--- src/rtl/brs_pkg.sv ---
// Package: defaults shared by the readout sequencer and its checker.
// Assumes: the count plus one valid bit fits in the slot bytes.
package brs_pkg;
    parameter int BRS_BYTE_W  = 8;
    parameter int BRS_CNT_W   = 20;
    parameter int BRS_N_SLOTS = 3;
endpackage

--- src/rtl/brs_slot_ptr.sv ---
// Slot pointer: registers the strobe, steps the slot on each release and
// saturates one past the last slot. A clear returns the pointer to slot 0
// and takes priority over a release on the same edge.
// Assumes: rd_strobe and ptr_clear are synchronous to clk.
module brs_slot_ptr #(
    parameter int N_SLOTS = 3,
    parameter int PTR_W   = $clog2(N_SLOTS + 1)
) (
    input  logic             clk,
    input  logic             rst_n,
    input  logic             rd_strobe,
    input  logic             ptr_clear,
    output logic [PTR_W-1:0] slot,
    output logic             strb_q,
    output logic             strb_rise
);
    localparam logic [PTR_W-1:0] DONE = PTR_W'(N_SLOTS);

    // Pointer and strobe history registers.
    always_ff @(posedge clk) begin
        if (!rst_n) begin
            slot   <= '0;
            strb_q <= 1'b0;
        end else begin
            strb_q <= rd_strobe;
            if (ptr_clear)
                slot <= '0;
            else if (strb_q && !rd_strobe && slot != DONE)
                slot <= slot + 1'b1;
        end
    end

    // Rising strobe edge relative to the last sampled value.
    always_comb strb_rise = rd_strobe && !strb_q;
endmodule

--- src/rtl/brs_snapshot.sv ---
// Snapshot: captures {valid, zero pad, count} into one word on load.
// Assumes: WORD_W >= CNT_W + 1; the valid flag goes to the top bit.
module brs_snapshot #(
    parameter int CNT_W  = 20,
    parameter int WORD_W = 24
) (
    input  logic              clk,
    input  logic              rst_n,
    input  logic              load,
    input  logic              cnt_valid,
    input  logic [CNT_W-1:0]  count_in,
    output logic [WORD_W-1:0] word
);
    logic [WORD_W-1:0] packed_w;

    // Pack valid into the top bit and the count into the low bits.
    always_comb begin
        packed_w              = '0;
        packed_w[CNT_W-1:0]   = count_in;
        packed_w[WORD_W-1]    = cnt_valid;
    end

    // Hold the packed word until the next slot-0 read starts.
    always_ff @(posedge clk) begin
        if (!rst_n)
            word <= '0;
        else if (load)
            word <= packed_w;
    end
endmodule

--- src/rtl/brs_byte_mux.sv ---
// Byte selector: enables exactly one slot source while the registered
// strobe is high and the pointer is on a real slot; drives zero otherwise.
// Assumes: slot 0 is the most significant byte of the word.
module brs_byte_mux #(
    parameter int N_SLOTS = 3,
    parameter int BYTE_W  = 8,
    parameter int PTR_W   = $clog2(N_SLOTS + 1),
    parameter int WORD_W  = N_SLOTS * BYTE_W
) (
    input  logic [WORD_W-1:0] word,
    input  logic [PTR_W-1:0]  slot,
    input  logic              strb_q,
    output logic              bus_en,
    output logic [BYTE_W-1:0] bus_data
);
    localparam logic [PTR_W-1:0] DONE = PTR_W'(N_SLOTS);

    logic [BYTE_W-1:0] slice [N_SLOTS];
    logic [N_SLOTS-1:0] sel;

    // One source slice and one select line per slot.
    for (genvar k = 0; k < N_SLOTS; k++) begin : g_slot
        assign slice[k] = word[WORD_W-1-k*BYTE_W -: BYTE_W];
        assign sel[k]   = strb_q && (slot == PTR_W'(k));
    end

    // Enable and AND-OR data selection; zero when nothing is selected.
    always_comb begin
        bus_en   = strb_q && (slot != DONE);
        bus_data = '0;
        for (int k = 0; k < N_SLOTS; k++)
            if (sel[k])
                bus_data = bus_data | slice[k];
    end
endmodule

--- src/rtl/byte_readout_seq.sv ---
// Top: byte-serial readout of a held count through one strobe and a shared
// byte bus. Slot 0 returns status (valid + top nibble), then the middle and
// low count bytes. Releases step the slot; the host clears it afterwards.
// Assumes: the host holds the strobe for at least one clock per byte.
module byte_readout_seq #(
    parameter int BYTE_W  = brs_pkg::BRS_BYTE_W,
    parameter int CNT_W   = brs_pkg::BRS_CNT_W,
    parameter int N_SLOTS = brs_pkg::BRS_N_SLOTS
) (
    input  logic              clk,
    input  logic              rst_n,
    input  logic              rd_strobe,
    input  logic              ptr_clear,
    input  logic              cnt_valid,
    input  logic [CNT_W-1:0]  count_in,
    output logic              bus_en,
    output logic [BYTE_W-1:0] bus_data
);
    localparam int PTR_W  = $clog2(N_SLOTS + 1);
    localparam int WORD_W = N_SLOTS * BYTE_W;

    logic [PTR_W-1:0]  slot;
    logic              strb_q;
    logic              strb_rise;
    logic              snap_load;
    logic [WORD_W-1:0] snap_word;

    brs_slot_ptr #(.N_SLOTS(N_SLOTS), .PTR_W(PTR_W)) u_ptr (
        .clk(clk), .rst_n(rst_n), .rd_strobe(rd_strobe), .ptr_clear(ptr_clear),
        .slot(slot), .strb_q(strb_q), .strb_rise(strb_rise)
    );

    // Capture the count at the start of a status read.
    always_comb snap_load = strb_rise && (slot == '0);

    brs_snapshot #(.CNT_W(CNT_W), .WORD_W(WORD_W)) u_snap (
        .clk(clk), .rst_n(rst_n), .load(snap_load), .cnt_valid(cnt_valid),
        .count_in(count_in), .word(snap_word)
    );

    brs_byte_mux #(.N_SLOTS(N_SLOTS), .BYTE_W(BYTE_W), .PTR_W(PTR_W), .WORD_W(WORD_W)) u_mux (
        .word(snap_word), .slot(slot), .strb_q(strb_q),
        .bus_en(bus_en), .bus_data(bus_data)
    );
endmodule

--- config.mk ---
export PLATFORM = sky130hd
export DESIGN_NAME = byte_readout_seq
export DESIGN_NICKNAME = d
export VERILOG_FILES = /design/src/rtl/brs_pkg.sv /design/src/rtl/brs_slot_ptr.sv /design/src/rtl/brs_snapshot.sv /design/src/rtl/brs_byte_mux.sv /design/src/rtl/byte_readout_seq.sv
export SDC_FILE = /design/constraint.sdc
export NUM_CORES = 1
export LEC_CHECK = 0
export CORE_MARGIN = 1.5
export CORE_UTILIZATION = 42
export CTS_CLUSTER_DIAMETER = 30
export DETAILED_ROUTE_END_ITERATION = 16
export PLACE_DENSITY = 0.75
export SETUP_SLACK_MARGIN = 0.4
export SLEW_MARGIN = 20
export SYNTH_ARGS = -nofsm -noshare
export SYNTH_HDL_FRONTEND = slang
export SYNTH_HIERARCHICAL = 1
export SYNTH_SLANG_ARGS = --single-unit
--- constraint.sdc ---
create_clock -name clk -period 3.6 [get_ports clk]
set_input_delay 0.9 -clock clk [delete_from_list [all_inputs] [get_ports clk]]
set_output_delay 0.9 -clock clk [all_outputs]
set_load 0.01 [all_outputs]
Word level (Yosys, flattened, before mapping)
Index checks and enable logic that the tools add are counted.

word-level totals
  bits in registers = 24
  bits in latches = 0
  RAM bits = 0
  bits in read-only memories = 0
  input port bits = 25
  output and inout port bits = 9
  word-level logic and storage cells = 25
  memories = 0

cells by class
  $add $sub $neg = 1
  multiply operators = 0
  div/mod/pow operators = 0
  order comparisons = 0
  eq/ne operators = 3
  shift-type cells = 0
  multiplexer cells = 3
  bitwise logic cells = 3
  reduce and logical (&&, ||, !) cells = 12

operators with widths
  operator               count
  $mux W8                3
  $or A8 B8 Y8           2
  $logic_and A1 B1 Y1    8
  $add A2 B1 Y2 const B  1
  $eq A2 B1 Y1 const B   1
  $eq A2 B2 Y1 const B   1
  $logic_not A1 Y1       2
  $logic_not A2 Y1       1
  $ne A2 B2 Y1 const B   1
  $reduce_or A2 Y1       1
  $not A1 Y1             1

Depth between registers and ports, before layout
Gate-level depths: netlist of the first run.

  word-level depth = 7
  gate-level depth with buffers = 6
  mapped depth without buffers = 4

Cells and area by module
Netlist of the first run, hierarchy kept.

modules (own cells, without submodules)
  module            instances  cells an instance  area an instance (sq um)  sequential area each (sq um)
  brs_snapshot      1          72                 847.1                     420.4
  brs_byte_mux      1          31                 236.5                     0.0
  brs_slot_ptr      1          13                 145.1                     60.1
  byte_readout_seq  1          1                  12.5                      0.0

Least setup slack after synthesis of the first run
OpenSTA, ideal clock, no wires.

  kind = reg2out
  start = register u_ptr.slot[0]
  end = output bus_data[0]
  arrival = 945 ps
  required time = 2700 ps
  slack = 1755 ps
  cell stages (with the launch flop) = 5
  path buffers = 2
  cells stage by stage = dfxtp_1 -> buf_6 -> nand2b_4 -> buf_6 -> o22ai_1

between the ends
  word-level cells in the longest chain between the ends = 7
  elaborated cells between the ends (all ways) = 11
  those cells by class = 2 x eq/ne; 3 x mux; 2 x bitwise; 4 x reduce/logical

ends and longest elaborated chain
  element                   RTL line                source
  start: declaration        brs_slot_ptr.sv:13      output logic [PTR_W-1:0] slot,
  start signal: assignment  brs_slot_ptr.sv:29      slot <= slot + 1'b1;
  $logic_not A2 Y1          brs_byte_mux.sv:24      assign sel[k] = strb_q && (slot == PTR_W'(k));
  $logic_and A1 B1 Y1       brs_byte_mux.sv:24
  $mux W8                   brs_byte_mux.sv:32      if (sel[k])
  $or A8 B8 Y8              brs_byte_mux.sv:33      bus_data = bus_data | slice[k];
  $mux W8                   brs_byte_mux.sv:32
  $or A8 B8 Y8              brs_byte_mux.sv:33
  $mux W8 (*)               brs_byte_mux.sv:32
  end: declaration          byte_readout_seq.sv:17  output logic [BYTE_W-1:0] bus_data

Every way passes the cells marked *; elsewhere a longest branch is shown, timed or not.

Final worst setup path of the first run
  start = register u_ptr.slot[0]
  end = output bus_data[3]

The elaborated chain is that of the path after synthesis.

==> flow_summary.yaml, run 1 <==
sta:
  hold_viol_final: 0
  max_freq_mhz: 330.4
  rsz0062_at_grt: "false"
  tns_ps: 0
  min_period_over_period_pct: 84.07
  relSlewSlack_pct: 50.39
  worst_slew_pin_slew_ps: 743.1
  worst_clock_skew_ps: 13.22
  timing.final.ws_setup_ps: 573.5
  setup_viol: 0
  drv_slew: 0
  finalWorstPathRequiredPeriod_ps: 3026
die:
  rows: 19
  pin_count: 34
  die_w_um: 57.36
  start_util_pct: 44.62
  die_area_sq_um: 3290
  core-area_sq_um: 2781
  die_y_um: 57.36
placed_design:
  hpwl_um: 1779
  finalWeightedCongestion: 0.6887
  post_dp_cell_area_sq_um: 1515
  place_ws_ps: 837.9
  io_buffers: 33
route:
  drt-initial-drc-count: 16
  wl_um: 2387
  postRouteAntennaNets: 0
  drc: 0
  vias: 881
  wl_per_cell_um: 13.56
  viasPerCell: 5.006
  drtPass1Iterations: 4
final_layout:
  design_area_sq_um: 1568
  layout.nets: 172
  layout_common_cells: "33 x clkdlybuf4s50_1, 31 x mux2i_1, 24 x dfxtp_1, 22 x nor2b_1, 8 x nand2_1"
  layout_commonest_cell: "clkdlybuf4s50_1"
  syn2layout_area_growth_pct: 26.31
  antenna_cells: 0
  drive_above_1_share_pct: 6.207
critical_path:
  crit_arrival_ps: 2130
  reg2reg_setup_slack_ps: 1730
  regToRegStartpoint: "u_ptr/slot[0]"
  slowest_delay_ps: 830
  path_delay_family: "flip-flops"
  worstSetupPathType: "reg -> out"
  required_ps: 2700
  ff2ff_path_depth: 4
  worstSetupStartpointType: "register"
  critPathMaxFanout: 14
  reg2reg_to: "u_snap/word[3]"
  crit_chain: "mux2i_1, o22ai_1, clkdlybuf4s50_1"
  critPathSlowestCell: "dfxtp_1"
  worstSetupEndpointType: "output pin"
  crit_buf_inv: 1
yosys:
  ys_ff_latch: 24
  synth_cells: 117
  yosys_warnings: 6
  synth_cell_types: 21
  syn_area_sq_um: 1241
  avgSynthCellArea_sq_um: 10.61
  yosysSeqAreaShare_pct: 38.71
clocking:
  clk_path_buf_depth: 2
  hold_buffers: 0
  clockRootBuffer: "clkbuf_4"
  clock_latency_ps: 320
  post-cts-setup-buffer-count: 0
  h-tree-depth: 1
  cts-resized-gates: 0
  clock_sinks: 24
  clkTransAtPathRegs_ps: 140
  cts_made_buffers: 3
  cts_tree: "done"
pwr:
  pwr-share-comb_pct: 16.0
  p_sw_share_pct: 22.02
  p_total_uw: 579.6
  powerDensity_nw_per_um2: 369.7
  p_int_uw: 452.0
  p_clk_share_pct: 33.6
  p_leak_nw: 0.5610
  max-vdd-ir-drop_uv: 366.7
  switching_power_uw: 127.6
  seq_power_share_pct: 50.4
grt:
  grt_first_pass_wirelength_um: 3815
  grt_max_degree: 27
  antenna_found_initial: 0
  grt_usage_pct: 15.06
  grt_pass1_vias: 846
  gr-total-overflow: 0
worst_hold_path:
  min_path_type: "reg -> reg"
  hold_end: "u_snap/word[23]"
  holdPathStages: 2
  hp-start: "u_snap/word[23]"
run:
  max-cap-violations: 0
outcome:
  status: "finished clean"
layout make-up:
| cell class | instances | area [sq um] |
|---|---|---|
| clock buffer | 3 | 22.52 |
| timing repair buffer | 34 | 337.8 |
| multi-input combinational | 83 | 658.1 |
| tap | 31 | 38.79 |
| fill | 243 | 1214 |
| clock inverter | 1 | 30.03 |
| sequential | 24 | 480.5 |
stage by stage:
step                hold slack [ps]  utilization (%)  cells
detailed placement            510.1            54.48    172
global route                  552.0            56.37    176
finish                        536.7            56.37    176
CTS                           540.5            56.37    176
global placement              497.0            54.48    172
floorplan                     481.9                -    119
worst max-delay path by stage:
stage / depth (start not counted) / slack, ps / start / end
after global placement: 6 / 890 / rd_strobe / u_snap/word[1]
after global routing: 3 / 480 / u_ptr/slot[0] / bus_data[2]
after detailed placement: 6 / 840 / rd_strobe / u_snap/word[3]
after floorplan: 4 / 1750 / u_ptr/slot[0] / bus_data[0]
after CTS: 3 / 570 / u_ptr/slot[0] / bus_data[3]
final: 3 / 570 / u_ptr/slot[0] / bus_data[3]
flip-flops by register name (all words and copies together), names as in the netlist:
signal / flops
u_ptr/strb_q: 1
u_ptr/slot: 2
u_snap/word: 21
power groups by stage:
stage | Clock (mW) | Sequential (mW) | Combinational (mW)
finish | 0.195 | 0.292 | 0.0928
global route | 0.207 | 0.294 | 0.101
CTS | 0.198 | 0.292 | 0.0938
detailed placement | 0 | 0.298 | 0.0933
global placement | 0 | 0.297 | 0.0904
floorplan | 0 | 0.293 | 0.0644
cell usage after synthesis:
cell type / count / area (sq um)
a21boi_0: 1 / 7.510
and2_2: 1 / 7.510
buf_12: 2 / 40.04
buf_2: 1 / 5.000
buf_4: 4 / 30.03
buf_6: 3 / 33.78
clkbuf_1: 2 / 7.510
conb_1: 1 / 3.750
dfxtp_1: 24 / 480.5
ha_1: 1 / 12.51
mux2i_1: 31 / 310.3
nand2_1: 8 / 30.03
nand2b_1: 1 / 6.260
nand2b_4: 1 / 13.76
nand3b_1: 3 / 22.52
nor2b_1: 22 / 137.6
nor3b_1: 1 / 7.510
nor3b_2: 1 / 12.51
o22ai_1: 7 / 43.79
o22ai_4: 1 / 20.02
or3b_1: 1 / 8.760
routing by layer:
| layer | vias to the layer above | track usage (%) | part of all wire (%) |
|---|---|---|---|
| met5 | - | 0 | 0 |
| met4 | 0 | 1.993 | 0.54 |
| met3 | 2 | 4.989 | 4.9 |
| met2 | 20 | 25.65 | 49 |
| met1 | 406 | 18.99 | 46 |
| li1 | 453 | - | - |
tightest hold or removal path, delay by kind of cell (launching register included):
kind          cells  cell delay [ps]
simple gates      1               50
mux               1              120
flops             1              330
kinds of logic after synthesis:
group                    synth area share [%]
AO/OA/AOI/OAI                           5.746
adder cells (fa/ha/maj)                 1.008
buffers and inverters                   9.375
flip-flops                              38.71
multiplexers                            25.00
other                                  0.3021
AND/OR/NAND/NOR                         19.86
Note: power is estimated with default switching activity, not from simulation.
==> inputs of run 2 (changes only) <==
==> constraint.sdc (replaced) <==
create_clock -name clk -period 3.15 [get_ports clk]
set_input_delay 0.7875 -clock clk [delete_from_list [all_inputs] [get_ports clk]]
set_output_delay 0.7875 -clock clk [all_outputs]
set_load 0.01 [all_outputs]
==> flow_summary.yaml, run 2 (same netlist as run 1, synthesis figures left out) <==
outcome:
  status: "finished clean"
critical_path:
  critPathSlowestCell: "dfxtp_2"
  crit_arrival_ps: 1820
  worstSetupPathType: "reg -> out"
  critPathMaxFanout: 14
  worstSetupEndpointType: "output pin"
  crit_chain: "mux2i_1, o22ai_1, clkdlybuf4s50_1"
  reg2reg_setup_slack_ps: 1490
  slowest_delay_ps: 600
  worstSetupStartpointType: "register"
  required_ps: 2360
grt:
  grt_usage_pct: 15.73
  grt_pass1_vias: 926
  antenna_found_initial: 0
  gr-total-overflow: 0
  grt_first_pass_wirelength_um: 4112
  grt_max_degree: 17
die:
  core-area_sq_um: 2781
  rows: 19
  die_y_um: 57.36
  pin_count: 34
  die_w_um: 57.36
  start_util_pct: 44.62
  die_area_sq_um: 3290
final_layout:
  register_area_sq_um: 483.0
  fin_util_pct: 56.50
  drive_above_1_share_pct: 9.524
  syn2layout_area_growth_pct: 26.61
  final_cells: 178
  design_area_sq_um: 1572
  layout_common_cells: "33 x clkdlybuf4s50_1, 31 x mux2i_1, 22 x nor2b_1, 22 x dfxtp_1, 8 x nand2_1"
  antenna_cells: 0
  multi_input_area_sq_um: 660.6
  largest_register_ffs: 21
  largest_registers: "u_snap/word: 21 flops, u_ptr/slot: 2 flops, u_ptr/strb_q: 1 flops"
  layout.nets: 174
  layout_commonest_cell: "clkdlybuf4s50_1"
  num-fill-cells: 256
  max_flop_register: "u_snap/word"
route:
  wl_um: 2329
  viasPerCell: 4.966
  postRouteAntennaNets: 0
  drc: 0
  vias: 884
  wl_per_cell_um: 13.08
  drtPass1Iterations: 4
  drt-initial-drc-count: 14
placed_design:
  io_buffers: 33
  finalWeightedCongestion: 0.6925
  hpwl_um: 1849
  dp.cells: 174
  post_dp_cell_area_sq_um: 1530
clocking:
  cts_made_buffers: 3
  clock_sinks: 24
  clockRootBuffer: "clkbuf_4"
  h-tree-depth: 1
  post-cts-setup-buffer-count: 0
  clkTransAtPathRegs_ps: 130
  clk_path_buf_depth: 2
  cts_tree: "done"
  clock_latency_ps: 310
sta:
  drv_slew: 0
  worst_clock_skew_ps: 6.731
  rsz0062_at_grt: "false"
  max_freq_mhz: 383.3
  hold_viol_final: 0
  setup_viol: 0
  min_period_over_period_pct: 82.83
  tns_ps: 0
  finalWorstPathRequiredPeriod_ps: 2609
pwr:
  p_total_uw: 598.8
  powerDensity_nw_per_um2: 381.1
  p_leak_nw: 0.5645
  max-vdd-ir-drop_uv: 263.3
run:
  max-cap-violations: 0
worst_hold_path:
  min_path_type: "reg -> reg"
-- run 2: cell count changes in the layout (fill, tap and decap cells not counted), sizes merged --
cell	change
bufinv	-1
buf	+2
clkbuf	+1
-- run 2: path summary, 6_finish.rpt --
check,startpoint,to,depth (start not counted)
setup reg to reg,u_ptr/strb_q,u_snap/word[17],5
setup / recovery,u_ptr/slot[0],bus_data[4],3
hold / removal,u_snap/word[5],u_snap/word[5],2
hold reg to reg,u_snap/word[5],u_snap/word[5],2
-- run 2: area by class of cell --
type,count,area share (%)
Clock buffer,4,2.309
Multi-Input combinational cell,83,42.04
Sequential cell,24,30.73
Tap cell,31,2.468
Timing Repair Buffer,36,22.45
-- run 2: stage by stage --
step / hold slack [ps] / setup WS, ps
6_report: 531.8 / 541.0
3_3_place_gp: 494.9 / 596.3
5_1_grt: 547.3 / 435.5
4_1_cts: 534.9 / 466.9
2_1_floorplan: 481.9 / 1417
3_5_place_dp: 505.9 / 563.2
-- run 2: report_power, final --
part           switching (mW)  internal [mW]  leakage, nW
Sequential             0.0127          0.321        0.198
Clock                  0.0872         0.0705       0.0210
Combinational          0.0387         0.0684        0.346
-- run 2: critical path, delay by kind of cell (launching register included) --
family / cells / cell delay, ps
multiplexers: 1 / 160
buffers and inverters: 1 / 560
AO/OA/AOI/OAI: 1 / 200
flip-flops: 1 / 600
-- run 2: per-layer routing --
layer | wire [um] | global-route usage, % | up-vias | part of all wire (%)
met5 | 0 | 0 | - | 0
met1 | 1071 | 21.02 | 416 | 46
met2 | 1181 | 26.79 | 12 | 51
met4 | 16 | 3.987 | 0 | 0.69
met3 | 60 | 2.041 | 2 | 2.6
li1 | - | - | 454 | -
-- run 2: repair_timing --
action | CTS | global route
endpoints found under the setup margin | 8 | 7
resized for setup | 2 | 1
hold buffers | 0 | 0
==> inputs of run 3 (changes only) <==
--- a/config.mk
+++ b/config.mk
@@ -9,7 +9,7 @@
 export CORE_UTILIZATION = 42
 export CTS_CLUSTER_DIAMETER = 30
 export DETAILED_ROUTE_END_ITERATION = 16
-export PLACE_DENSITY = 0.75
+export PLACE_DENSITY = 0.78
 export SETUP_SLACK_MARGIN = 0.4
 export SLEW_MARGIN = 20
 export SYNTH_ARGS = -nofsm -noshare
==> constraint.sdc (replaced) <==
create_clock -name clk -period 2.15 [get_ports clk]
set_input_delay 0.5375 -clock clk [delete_from_list [all_inputs] [get_ports clk]]
set_output_delay 0.5375 -clock clk [all_outputs]
set_load 0.01 [all_outputs]
==> flow_summary.yaml, run 3 (same netlist as run 1, synthesis figures left out) <==
route:
  wl_um: 2669
  drt-initial-drc-count: 23
  drtPass1Iterations: 4
  wl_per_cell_um: 14.51
  drc: 0
  postRouteAntennaNets: 0
  vias: 933
  viasPerCell: 5.071
sta:
  tns_ps: 0
  worst_clock_skew_ps: 2.892
  drv_slew: 0
  rsz0062_at_grt: "true"
  max_freq_mhz: 534.6
  min_period_over_period_pct: 87.00
  finalWorstPathRequiredPeriod_ps: 1870
  setup_viol: 0
  hold_viol_final: 0
clocking:
  hold_buffers: 0
  h-tree-depth: 1
  clkTransAtPathRegs_ps: 120
  cts_made_buffers: 3
  clock_sinks: 24
  clock_latency_ps: 320
  clockRootBuffer: "clkbuf_4"
  clk_path_buf_depth: 2
  cts_tree: "done"
run:
  max-cap-violations: 0
final_layout:
  fin_util_pct: 59.74
  final_cells: 184
  layout_common_cells: "26 x mux2i_1, 23 x clkdlybuf4s50_1, 22 x dfxtp_1, 21 x nor2b_1, 10 x buf_2"
  largest_registers: "u_snap/word: 21 flops, u_ptr/slot: 2 flops, u_ptr/strb_q: 1 flops"
  layout_commonest_cell: "mux2i_1"
  syn2layout_area_growth_pct: 33.87
  antenna_cells: 0
  largest_register_ffs: 21
  max_flop_register: "u_snap/word"
  drive_above_1_share_pct: 25.49
  layout.nets: 181
critical_path:
  critPathMaxFanout: 8
  path_delay_family: "flip-flops"
  critPathSlowestCell: "dfxtp_2"
  worstSetupStartpointType: "register"
  worstSetupEndpointType: "output pin"
  crit_buf_inv: 2
  crit_arrival_ps: 1330
  crit_chain: "buf_12, nand2b_4, o22ai_4, buf_2"
  slowest_delay_ps: 360
  worstSetupPathType: "reg -> out"
  required_ps: 1610
grt:
  grt_max_degree: 26
  antenna_found_initial: 0
  gr-total-overflow: 0
  grt_first_pass_wirelength_um: 4347
  grt_pass1_vias: 972
  grt_usage_pct: 17.14
die:
  die_w_um: 57.36
  die_y_um: 57.36
  start_util_pct: 44.62
  die_area_sq_um: 3290
  rows: 19
  pin_count: 34
  core-area_sq_um: 2781
pwr:
  max-vdd-ir-drop_uv: 352.0
  powerDensity_nw_per_um2: 521.4
  p_leak_nw: 0.6382
outcome:
  status: "finished clean"
placed_design:
  dp.cells: 178
  hpwl_um: 1966
  finalWeightedCongestion: 0.7596
  io_buffers: 33
worst_hold_path:
  min_path_type: "in -> reg"
-- run 3: where the power goes --
part | internal [mW] | total, mW | leakage [nW] | switching, mW
logic | 0.109 | 0.177 | 0.426 | 0.0675
registers | 0.471 | 0.491 | 0.198 | 0.0198
clock network | 0.0658 | 0.199 | 0.0138 | 0.133
total | 0.646 | 0.866 | 0.638 | 0.220
-- run 3: cell type report --
| type | instances | area [sq um] |
|---|---|---|
| clock buffers | 3 | 22.52 |
| fillers | 232 | 1120 |
| multi-input cells | 83 | 729.5 |
| flip-flops and latches | 24 | 483.0 |
| well taps | 31 | 38.79 |
| repair buffers | 43 | 387.9 |
-- run 3: path summary, 6_finish.rpt --
check | cells after the start | endpoint | start | slack (ps)
hold / removal | 2 | u_ptr/strb_q | rd_strobe | 520
setup / recovery | 4 | bus_data[6] | u_ptr/slot[0] | 280
setup reg to reg | 6 | u_snap/word[5] | u_ptr/slot[0] | 580
hold reg to reg | 2 | u_snap/word[3] | u_snap/word[3] | 540
-- run 3: timing repair --
action	4_1_cts	5_1_grt
setup buffers	1	0
endpoints found under the setup margin	9	26
pin swaps	1	0
gates cloned	0	2
gates resized for setup	50	5
-- run 3: stage by stage --
stage / area, sq um / setup slack, ps / hold slack, ps / total power, mW
2_1_floorplan: 1249 / 667.3 / 481.9 / 0.5980
4_1_cts: 1635 / 260.2 / 539.8 / 0.8722
6_report: 1662 / 279.6 / 516.6 / 0.8664
5_1_grt: 1662 / 203.6 / 506.3 / 0.9196
3_5_place_dp: 1573 / 86.10 / 507.8 / 0.6635
3_3_place_gp: 1573 / 152.3 / 497.5 / 0.6558
-- run 3: worst register-to-register path, cell delays in order (launching register included) --
cell and delay (ps):
dfxtp_2 360, buf_12 140, buf_4 150, nor3b_4 290
buf_2 260, mux2i_1 220, nor2b_1 60
-- run 3: metal layers --
metal,GRT usage (%),wire [um],share of wire (%),vias up
met4,7.973,51,1.9,0
li1,-,-,-,467
met1,20.20,1142,43,443
met5,0,0,0,-
met2,31.17,1396,52,18
met3,1.361,79,3.0,5
